### src/rtl/dbg_mailbox_pkg.sv
package dbg_mailbox_pkg;

    localparam int DATA_W = 8;

    typedef logic [DATA_W-1:0] byte_t;

    typedef struct packed {
        logic  wr;
        logic  rd;
        byte_t wdata;
    } io_req_t;

    typedef struct packed {
        logic mbx_wr;
        logic mbx_rd;
        logic reg_wr;
        logic reg_rd;
    } io_route_t;

    function automatic byte_t status_view(input logic pend, input byte_t val);
        return {pend, val[DATA_W-2:0]};
    endfunction

endpackage

### src/rtl/mbx_route.sv
module mbx_route #(
    parameter int ADDR_W   = 6,
    parameter int LOCK_W   = 2,
    parameter int MBX_ADDR = 6'h31
) (
    input  logic                       clk,
    input  logic                       rst,
    input  logic [ADDR_W-1:0]          addr,
    input  dbg_mailbox_pkg::io_req_t   req,
    input  logic                       fuse_en,
    input  logic                       grant,
    input  logic [LOCK_W-1:0]          locks,
    output dbg_mailbox_pkg::io_route_t route
);
    logic hit;
    logic sel;

    assign hit = (addr == ADDR_W'(MBX_ADDR));
    assign sel = fuse_en && grant && (locks == '0);

    always_comb begin
        route.mbx_wr = hit && req.wr && sel;
        route.mbx_rd = hit && req.rd && sel;
        route.reg_wr = hit && req.wr && !sel;
        route.reg_rd = hit && req.rd && !sel;
    end


    single_target_chk: assert property (@(posedge clk) disable iff (rst)
        $onehot0({route.mbx_wr, route.reg_wr}));


    lock_blocks_chk: assert property (@(posedge clk) disable iff (rst)
        (|locks) |-> !(route.mbx_wr || route.mbx_rd));
endmodule

### src/rtl/mbx_store.sv
module mbx_store
    import dbg_mailbox_pkg::*;
(
    input  logic  clk,
    input  logic  rst,
    input  logic  wr,
    input  byte_t wdata,
    input  logic  clr,
    output byte_t val,
    output logic  pend
);
    always_ff @(posedge clk) begin
        if (rst) begin
            val  <= '0;
            pend <= 1'b0;
        end else begin
            if (wr) begin
                val  <= wdata;
                pend <= 1'b1;
            end else if (clr) begin
                pend <= 1'b0;
            end
        end
    end


    write_sets_chk: assert property (@(posedge clk) disable iff (rst)
        wr |=> (pend && val == $past(wdata)));


    clear_drops_chk: assert property (@(posedge clk) disable iff (rst)
        (clr && !wr) |=> !pend);


    write_wins_chk: assert property (@(posedge clk) disable iff (rst)
        (clr && wr) |=> pend);


    hold_value_chk: assert property (@(posedge clk) disable iff (rst)
        !wr |=> $stable(val));
endmodule

### src/rtl/mbx_plain_reg.sv
module mbx_plain_reg
    import dbg_mailbox_pkg::*;
(
    input  logic  clk,
    input  logic  rst,
    input  logic  wr,
    input  byte_t wdata,
    output byte_t q
);
    always_ff @(posedge clk) begin
        if (rst)     q <= '0;
        else if (wr) q <= wdata;
    end


    plain_hold_chk: assert property (@(posedge clk) disable iff (rst)
        !wr |=> $stable(q));
endmodule

### src/rtl/dbg_mailbox.sv
module dbg_mailbox
    import dbg_mailbox_pkg::*;
#(
    parameter int ADDR_W   = 6,
    parameter int LOCK_W   = 2,
    parameter int MBX_ADDR = 6'h31
) (
    input  logic              clk,
    input  logic              rst,
    input  logic [ADDR_W-1:0] cpu_addr,
    input  logic              cpu_wr,
    input  logic              cpu_rd,
    input  logic [7:0]        cpu_wdata,
    output logic [7:0]        cpu_rdata,
    input  logic              fuse_dbg_en,
    input  logic [LOCK_W-1:0] lock_bits,
    input  logic              dbg_grant,
    output logic [7:0]        dbg_data,
    output logic              dbg_pending,
    input  logic              dbg_clr
);
    io_req_t   req;
    io_route_t route;
    byte_t     mbx_val;
    logic      mbx_pend;
    byte_t     plain_q;

    assign req = '{wr: cpu_wr, rd: cpu_rd, wdata: cpu_wdata};

    mbx_route #(.ADDR_W(ADDR_W), .LOCK_W(LOCK_W), .MBX_ADDR(MBX_ADDR)) u_route (
        .clk     (clk),
        .rst     (rst),
        .addr    (cpu_addr),
        .req     (req),
        .fuse_en (fuse_dbg_en),
        .grant   (dbg_grant),
        .locks   (lock_bits),
        .route   (route)
    );

    mbx_store u_store (
        .clk   (clk),
        .rst   (rst),
        .wr    (route.mbx_wr),
        .wdata (req.wdata),
        .clr   (dbg_clr),
        .val   (mbx_val),
        .pend  (mbx_pend)
    );

    mbx_plain_reg u_plain (
        .clk   (clk),
        .rst   (rst),
        .wr    (route.reg_wr),
        .wdata (req.wdata),
        .q     (plain_q)
    );

    always_comb begin
        if (route.mbx_rd)      cpu_rdata = status_view(mbx_pend, mbx_val);
        else if (route.reg_rd) cpu_rdata = plain_q;
        else                   cpu_rdata = '0;
    end

    assign dbg_data    = mbx_val;
    assign dbg_pending = mbx_pend;


    idle_read_zero_chk: assert property (@(posedge clk) disable iff (rst)
        (!cpu_rd || cpu_addr != ADDR_W'(MBX_ADDR)) |-> cpu_rdata == 8'h00);


    read_flag_chk: assert property (@(posedge clk) disable iff (rst)
        route.mbx_rd |-> cpu_rdata[7] == dbg_pending);
endmodule

### config.mk
export PLATFORM = sky130hd
export DESIGN_NAME = dbg_mailbox
export DESIGN_NICKNAME = d
export VERILOG_FILES = /design/src/rtl/dbg_mailbox_pkg.sv /design/src/rtl/mbx_route.sv /design/src/rtl/mbx_store.sv /design/src/rtl/mbx_plain_reg.sv /design/src/rtl/dbg_mailbox.sv
export SDC_FILE = /design/constraint.sdc
export NUM_CORES = 1
export LEC_CHECK = 0
export CAP_MARGIN = 15
export CORE_MARGIN = 3
export CORE_UTILIZATION = 40
export DETAILED_ROUTE_END_ITERATION = 12
export PLACE_DENSITY = 0.78
export SETUP_SLACK_MARGIN = 0.2
export SKIP_CTS_REPAIR_TIMING = 1
export SYNTH_ARGS = -nofsm -noshare
export SYNTH_HDL_FRONTEND = slang
export SYNTH_SLANG_ARGS = --single-unit
### constraint.sdc
create_clock -name clk -period 1.91 [get_ports clk]
set_input_delay 0.573 -clock clk [delete_from_list [all_inputs] [get_ports clk]]
set_output_delay 0.573 -clock clk [all_outputs]
set_load 0.01 [all_outputs]
# [After elaboration in Yosys (flattened, before gate mapping)]
# Index checks and enable logic that the tools add are counted.
[classes] n_eq_ne=1 mux=4 reduce_logical=11
[op_table] operator="$mux 8" n=2
[op_table] operator="$logic_and 1x1->1" n=8
[op_table] operator="$eq 6x6->1 const B" n=1
[op_table] operator="$logic_not 2->1" n=1
[op_table] operator="$mux 1" n=2
[op_table] operator="$reduce_bool 2->1" n=1
[op_table] operator="$logic_not 1->1" n=1
[totals] reg_bits=17 output_inout_bits=17

# [Longest topological paths before layout]
# Gate-level depths: netlist of run 1.
[depth] word_depth=6 depth_mapped=5 depth_no_buf=3

# [Modules after synthesis]
# From an unflattened synthesis of run 1, not the netlist that was laid out.
[unflattened] cells_unflattened=79 area_unflattened_um2=779.5
[modules_own_cells] mod="mbx_store" instances=1 cells_each=30 area_each_um2=321.6
[modules_own_cells] mod="mbx_plain_reg" instances=1 cells_each=26 area_each_um2=285.3
[modules_own_cells] mod="dbg_mailbox" instances=1 cells_each=14 area_each_um2=102.6
[modules_own_cells] mod="mbx_route" instances=1 cells_each=9 area_each_um2=70.1

# [Worst setup path after synthesis of run 1]
# No wires, ideal clock.
[synth_path] kind="in2out" from="in cpu_addr[2]" to="out cpu_rdata[0]" t_arrival_ns=1.321 setup_slack_ns=0.016 cell_stages=3 path_cell_list="and4bb_2 -> nand3_1 -> a21oi_1"
[synth_via] elab_chain_cells=5
[synth_rtl] element="start: declaration" line_no="dbg_mailbox.sv:10" rtl="input logic [ADDR_W-1:0] cpu_addr,"
[synth_rtl] element="$eq 6x6->1 (*)" line_no="mbx_route.sv:18" rtl="assign hit = (addr == ADDR_W'(MBX_ADDR));"
[synth_rtl] element="$logic_and 1x1->1 (*)" line_no="mbx_route.sv:23, mbx_route.sv:25"
[synth_rtl] element="$logic_and 1x1->1" line_no="mbx_route.sv:25" rtl="route.reg_rd = hit && req.rd && !sel;"
[synth_rtl] element="$mux 8" line_no="dbg_mailbox.sv:61" rtl="else if (route.reg_rd) cpu_rdata = plain_q;"
[synth_rtl] element="$mux 8 (*)" line_no="dbg_mailbox.sv:60" rtl="if (route.mbx_rd) cpu_rdata = status_view(mbx_pend, mbx_val);"
[synth_rtl] element="end: declaration" line_no="dbg_mailbox.sv:14" rtl="output logic [7:0] cpu_rdata,"
# Every way passes the cells marked *; elsewhere a longest branch is shown, timed or not.

# [Worst setup path after layout of run 1]
[layout_path] from="in lock_bits[1]" to="out cpu_rdata[1]"
[layout_via] elab_chain_cells=6
[layout_rtl] element="start: declaration" line_no="dbg_mailbox.sv:16" rtl="input logic [LOCK_W-1:0] lock_bits,"
[layout_rtl] element="$logic_not 2->1 (*)" line_no="mbx_route.sv:19" rtl="assign sel = fuse_en && grant && (locks == '0);"
[layout_rtl] element="$logic_and 1x1->1 (*)" line_no="mbx_route.sv:19"
[layout_rtl] element="$logic_not 1->1" line_no="mbx_route.sv:25"
[layout_rtl] element="$logic_and 1x1->1" line_no="mbx_route.sv:25"
[layout_rtl] element="$mux 8" line_no="dbg_mailbox.sv:61"
[layout_rtl] element="$mux 8 (*)" line_no="dbg_mailbox.sv:60"
# Marks and branches as above.

==> results_dict.tcl, run 1 <==
set metrics [dict create \
    synth_top_family_by_area "simple AND/OR/NAND/NOR gates" \
    core_area_sq_mm 0.00202 \
    drtIter0Drc 9 \
    setup_tns_ns -0.838 \
    grt_max_degree 26 \
    overflow 0 \
    antenna_found_initial 0 \
    power_density_mw_per_mm2 437 \
    dr_wl_met2_um 1080 \
    yosys.area_share.simple_pct 32.8 \
    post-route-drc-count 0 \
    crit_buf_inv 3 \
    rsz0062_at_grt "yes" \
    htree_levels 1 \
    wl_per_cell_um 13.3 \
    wl_met3_um 243 \
    synthDistinctLibCells 18 \
    vias 832 \
    sw_frac_of_total_pct 21.8 \
    start_util_pct 43.7 \
    finalWeightedCongestion 0.772 \
    max_slew.worst_pin.slew_ns 0.194 \
    most-common-layout-cells "nand2b_1 (24), mux2i_1 (16), dlymetal6s2s_1 (16)" \
    fmax_mhz 490 \
    ios 40 \
    dieArea_sq_mm 0.00281 \
    ir_drop_mv 0.369 \
    cp-start-kind "input port" \
    tritoncts "built" \
    cp_top_family "simple AND/OR/NAND/NOR gates" \
    setup_viol_count_final 8 \
    via_per_inst 4.89 \
    area_growth_pct 63.4 \
    row_count 16 \
    die-height_um 53.0 \
    synth_area_sq_um 885 \
    p_sw_mw 0.138 \
    max_stage_delay_ns 0.32 \
    yosysWarnings 0 \
    outcome "finished with violations" \
    finalHoldViolations 0 \
    clkTransAtPathRegs_ns 0.09 \
    crit_type "input port to output port" \
    power_leakage_nw 0.832 \
    hp-class "flip-flop to flip-flop" \
    die_w_um 53.0 \
    routed.top_layer "met4" \
    dpl_worst_slack_ns -0.869 \
    ant_nets 0 \
    synthXorXnorAreaFrac_pct 0 \
    synth_fa_ha_area_share_pct 0 \
    cp_data_required_time_ns 1.34 \
    synth_nets 118 \
    ys_seq_area_share_pct 38.5 \
    synth_compound_area_share_pct 5.66 \
    cts_buffer_depth 2 \
    cts-root-buf "clkbuf_4" \
    nets 167 \
    fillCellCount 169 \
    fin_worst_skew_ns 0 \
    synth_seq_cells 17 \
    placedCellCount 164 \
    cp_cell_sequence "buf_6, and4bb_2, buf_6, nand2_2, a21oi_2, buf_2" \
    hold_slack_ns 0.482 \
    n_antenna_cell 0 \
    clk_latency_ns 0.29 \
    first_pass_iters 4 \
    grt_usage_pct 18.0 \
    min_period_ns 2.04 \
    crit_top_cell "buf_6" \
    internal-power_mw 0.493 \
    synth_area_per_cell_sq_um 9.31 \
    cp_max_fo 5 \
    wirelength_met1_um 927 \
    p_clk_share_pct 30.2 \
    syn_inst 95 \
    dp_hpwl_um 1630 \
    crit_arrival_ns 1.47 \
    cap_violations 0 \
    violations "setup timing" \
    cts_sinks 17 \
    finalInstanceArea_sq_mm 0.00145 \
    synth_mux_area_share_pct 18.1 \
    wirelength_um 2260 \
    place_area_sq_mm 0.00138 \
    post-route-util_pct 71.5 \
    endpoint_kind "output port" \
    report.final.slew_viol_count 0 \
    numPortBuffers 39 \
    mostFrequentLayoutCell "nand2b_1" \
    relSlewSlack_pct 87.1 \
    layout-drive-gt1-share_pct 32.2 \
    grt_first_pass_wirelength_um 3640 \
    post-route-period-util_pct 107 \
    pwr-share-seq_pct 56.3 \
    p_total_mw 0.631 \
    grt_pass1_vias 839 \
    final-instance-count-excl-fill 170 \
    combPwrFrac_pct 13.5 \
    worst_slack_ns -0.129 \
    cpMaxStageDelayCell "and4bb_2" \
    numCtsBuffers 3 \
]
==> synthesized netlist by cell type <==
| cell type | number | area (sq um) |
|---|---|---|
| dfxtp_1 | 17 | 340 |
| buf_6 | 1 | 11.3 |
| a21oi_1 | 8 | 40.0 |
| nand3_1 | 1 | 5.00 |
| nand2b_1 | 24 | 150 |
| and4_4 | 1 | 11.3 |
| mux2i_1 | 16 | 160 |
| and2b_2 | 1 | 8.76 |
| clkbuf_1 | 2 | 7.51 |
| o21ba_1 | 1 | 10.0 |
| nor2b_1 | 1 | 6.26 |
| and4bb_2 | 1 | 12.5 |
| nand4bb_1 | 1 | 11.3 |
| and4bb_1 | 1 | 12.5 |
| buf_12 | 1 | 20.0 |
| buf_2 | 1 | 5.00 |
| nand2_1 | 16 | 60.1 |
| nand4_2 | 1 | 12.5 |
==> path summary, 6_finish.rpt <==
path	cells past startpoint	start	slack, ns	end
setup / recovery	6	lock_bits[1]	-0.13	cpu_rdata[1]
hold / removal	2	u_plain.q[7]$_SDFFE_PP0P_	0.48	u_plain.q[7]$_SDFFE_PP0P_
setup reg to reg	2	u_store.pend$_SDFFE_PP0P_	1.18	u_store.pend$_SDFFE_PP0P_
hold reg to reg	2	u_plain.q[7]$_SDFFE_PP0P_	0.48	u_plain.q[7]$_SDFFE_PP0P_
==> flip-flops by register name (all words and copies together), names as in the netlist <==
register and count:
u_plain.q 8, u_store.val 8, u_store.pend 1
==> logic make-up (layout without fill, tap and decap cells) <==
family,count (synthesis),after routing
muxes,16,16
AOI/OAI and AO/OA,9,9
DFF,17,17
and+or+nand+nor,48,48
buffers and inverters,5,53
==> layer usage <==
metal / vias to the layer above / GRT usage, %
met5: - / 0
met1: 384 / 22.0
met2: 31 / 28.9
li1: 415 / -
met4: 0 / 7.66
met3: 2 / 5.35
==> cell type report <==
type / instances / area (sq um) / share of cell area [%]
Tap cell: 27 / 33.8 / 2.34
Sequential cell: 17 / 343 / 23.7
Clock buffer: 4 / 26.3 / 1.82
Multi-Input combinational cell: 73 / 571 / 39.5
Timing Repair Buffer: 49 / 472 / 32.6
==> tightest hold or removal path: stages, from the launching register on <==
cell and delay, ns:
dfxtp_1 0.32, nand2b_1 0.06, mux2i_1 0.06
==> power groups by stage <==
stage / logic [mW] / clock network, mW / registers [mW]
2_1_floorplan: 0.0284 / 0 / 0.363
3_3_place_gp: 0.0849 / 0 / 0.363
3_5_place_dp: 0.0872 / 0 / 0.364
4_1_cts: 0.0878 / 0.201 / 0.355
5_1_grt: 0.0911 / 0.212 / 0.355
6_report: 0.0849 / 0.191 / 0.355
No activity file was read; power rests on OpenSTA's default activity.
==> run 2: changes to the inputs <==
--- a/config.mk
+++ b/config.mk
@@ -9,7 +9,7 @@
 export CORE_MARGIN = 3
 export CORE_UTILIZATION = 40
 export DETAILED_ROUTE_END_ITERATION = 12
-export PLACE_DENSITY = 0.78
+export PLACE_DENSITY = 0.8
 export SETUP_SLACK_MARGIN = 0.2
 export SKIP_CTS_REPAIR_TIMING = 1
 export SYNTH_ARGS = -nofsm -noshare
==> run 2 against run 1 <==
  * The run still ends with setup timing left
  * First-iteration DRC count up 67%
  * Fmax down 1.8%
  * Worst setup slack got worse by 0.038 ns
  * Utilization grew 0.87 points
  * Final cell count rose by 2.9%
  * Largest cell class unchanged
  * Largest power group unchanged
==> results_dict.tcl, run 2 (synthesis results as in run 1) <==
set metrics [dict create \
    vias 862 \
    dp_hpwl_um 1620 \
    via_per_inst 4.93 \
    post-route-period-util_pct 109 \
    cts_sinks 17 \
    final-instance-count-excl-fill 175 \
    grt_pass1_vias 815 \
    start_util_pct 43.7 \
    crit_arrival_ns 1.50 \
    layout-drive-gt1-share_pct 31.1 \
    die_w_um 53.0 \
    ir_drop_mv 0.387 \
    tritoncts "built" \
    hold_slack_ns 0.482 \
    mostFrequentLayoutCell "nand2b_1" \
    dieArea_sq_mm 0.00281 \
    cp-start-kind "input port" \
    ant_nets 0 \
    post-route-drc-count 0 \
    overflow 0 \
    grt_max_degree 26 \
    nets 172 \
    worst_slack_ns -0.167 \
    area_growth_pct 65.3 \
    most-common-layout-cells "nand2b_1 (24), dfxtp_1 (17), mux2i_1 (16)" \
    placedCellCount 163 \
    drtIter0Drc 15 \
    grt_usage_pct 17.6 \
    largest_registers "u_plain.q: 8 flops, u_store.val: 8 flops, u_store.pend: 1 flops" \
    wl_per_cell_um 13.5 \
    rsz0062_at_grt "yes" \
    cp_data_required_time_ns 1.34 \
    core_area_sq_mm 0.00202 \
    fmax_mhz 481 \
    antenna_found_initial 0 \
    cts-root-buf "clkbuf_4" \
    clkTransAtPathRegs_ns 0.10 \
    cap_violations 0 \
    hp-class "flip-flop to flip-flop" \
    setup_viol_count_final 8 \
    crit_type "input port to output port" \
    wirelength_um 2360 \
    outcome "finished with violations" \
    numCtsBuffers 3 \
    numPortBuffers 39 \
    violations "setup timing" \
    finalInstanceArea_sq_mm 0.00146 \
    endpoint_kind "output port" \
    power_density_mw_per_mm2 436 \
    fillCellCount 146 \
    power_leakage_nw 0.789 \
    grt_first_pass_wirelength_um 3590 \
    min_period_ns 2.08 \
    htree_levels 1 \
    setup_tns_ns -1.13 \
    first_pass_iters 4 \
    row_count 16 \
    finalHoldViolations 0 \
    fin_worst_skew_ns 0 \
    relSlewSlack_pct 87.5 \
    die-height_um 53.0 \
    ios 40 \
    cp_max_fo 6 \
    place_area_sq_mm 0.00137 \
    clk_latency_ns 0.29 \
    max_slew.worst_pin.slew_ns 0.187 \
    cts_buffer_depth 2 \
    finalWeightedCongestion 0.748 \
    report.final.slew_viol_count 0 \
    n_antenna_cell 0 \
]
-- run 2: through the flow --
step           power, mW  setup slack, ns  utilization (%)
2_1_floorplan      0.392            0.110                -
3_3_place_gp       0.447           -0.829             67.9
3_5_place_dp       0.449           -0.838             67.9
4_1_cts            0.640           -0.851             69.2
5_1_grt            0.667           -0.195             72.3
6_report           0.638           -0.167             72.3
-- run 2: worst max-delay path, cell delays in order --
cell and delay (ns):
clkbuf_2 0.08, and4bb_2 0.33, nand3_4 0.12, buf_4 0.16, a21oi_2 0.10, buf_2 0.14
-- run 2: final timing paths --
path,slack (ns),cells past startpoint,endpoint,startpoint
max,-0.17,6,cpu_rdata[2],cpu_addr[3]
min,0.48,2,u_store.val[7]$_SDFFE_PP0P_,u_store.val[7]$_SDFFE_PP0P_
max reg2reg,1.19,2,u_store.pend$_SDFFE_PP0P_,u_store.pend$_SDFFE_PP0P_
min reg2reg,0.48,2,u_store.val[7]$_SDFFE_PP0P_,u_store.val[7]$_SDFFE_PP0P_
-- run 2: where the power goes --
group,switching [mW],internal [mW]
combinational,0.0267,0.0580
sequential,0.000391,0.355
clock,0.116,0.0815
-- run 2: per-layer routing --
| layer | vias up | GRT usage (%) | part of all wire (%) |
|---|---|---|---|
| met3 | 3 | 6.76 | 10 |
| met4 | 0 | 5.96 | 1.7 |
| li1 | 429 | - | - |
| met1 | 393 | 20.0 | 40 |
| met2 | 37 | 30.0 | 48 |
| met5 | - | 0 | 0 |
-- run 2: layout make-up --
cell class / instances / area (sq um) / share of cell area [%]
well taps: 27 / 33.8 / 2.31
multi-input cells: 73 / 548 / 37.5
clock buffers: 4 / 26.3 / 1.80
flip-flops and latches: 17 / 340 / 23.3
repair buffers: 54 / 514 / 35.2
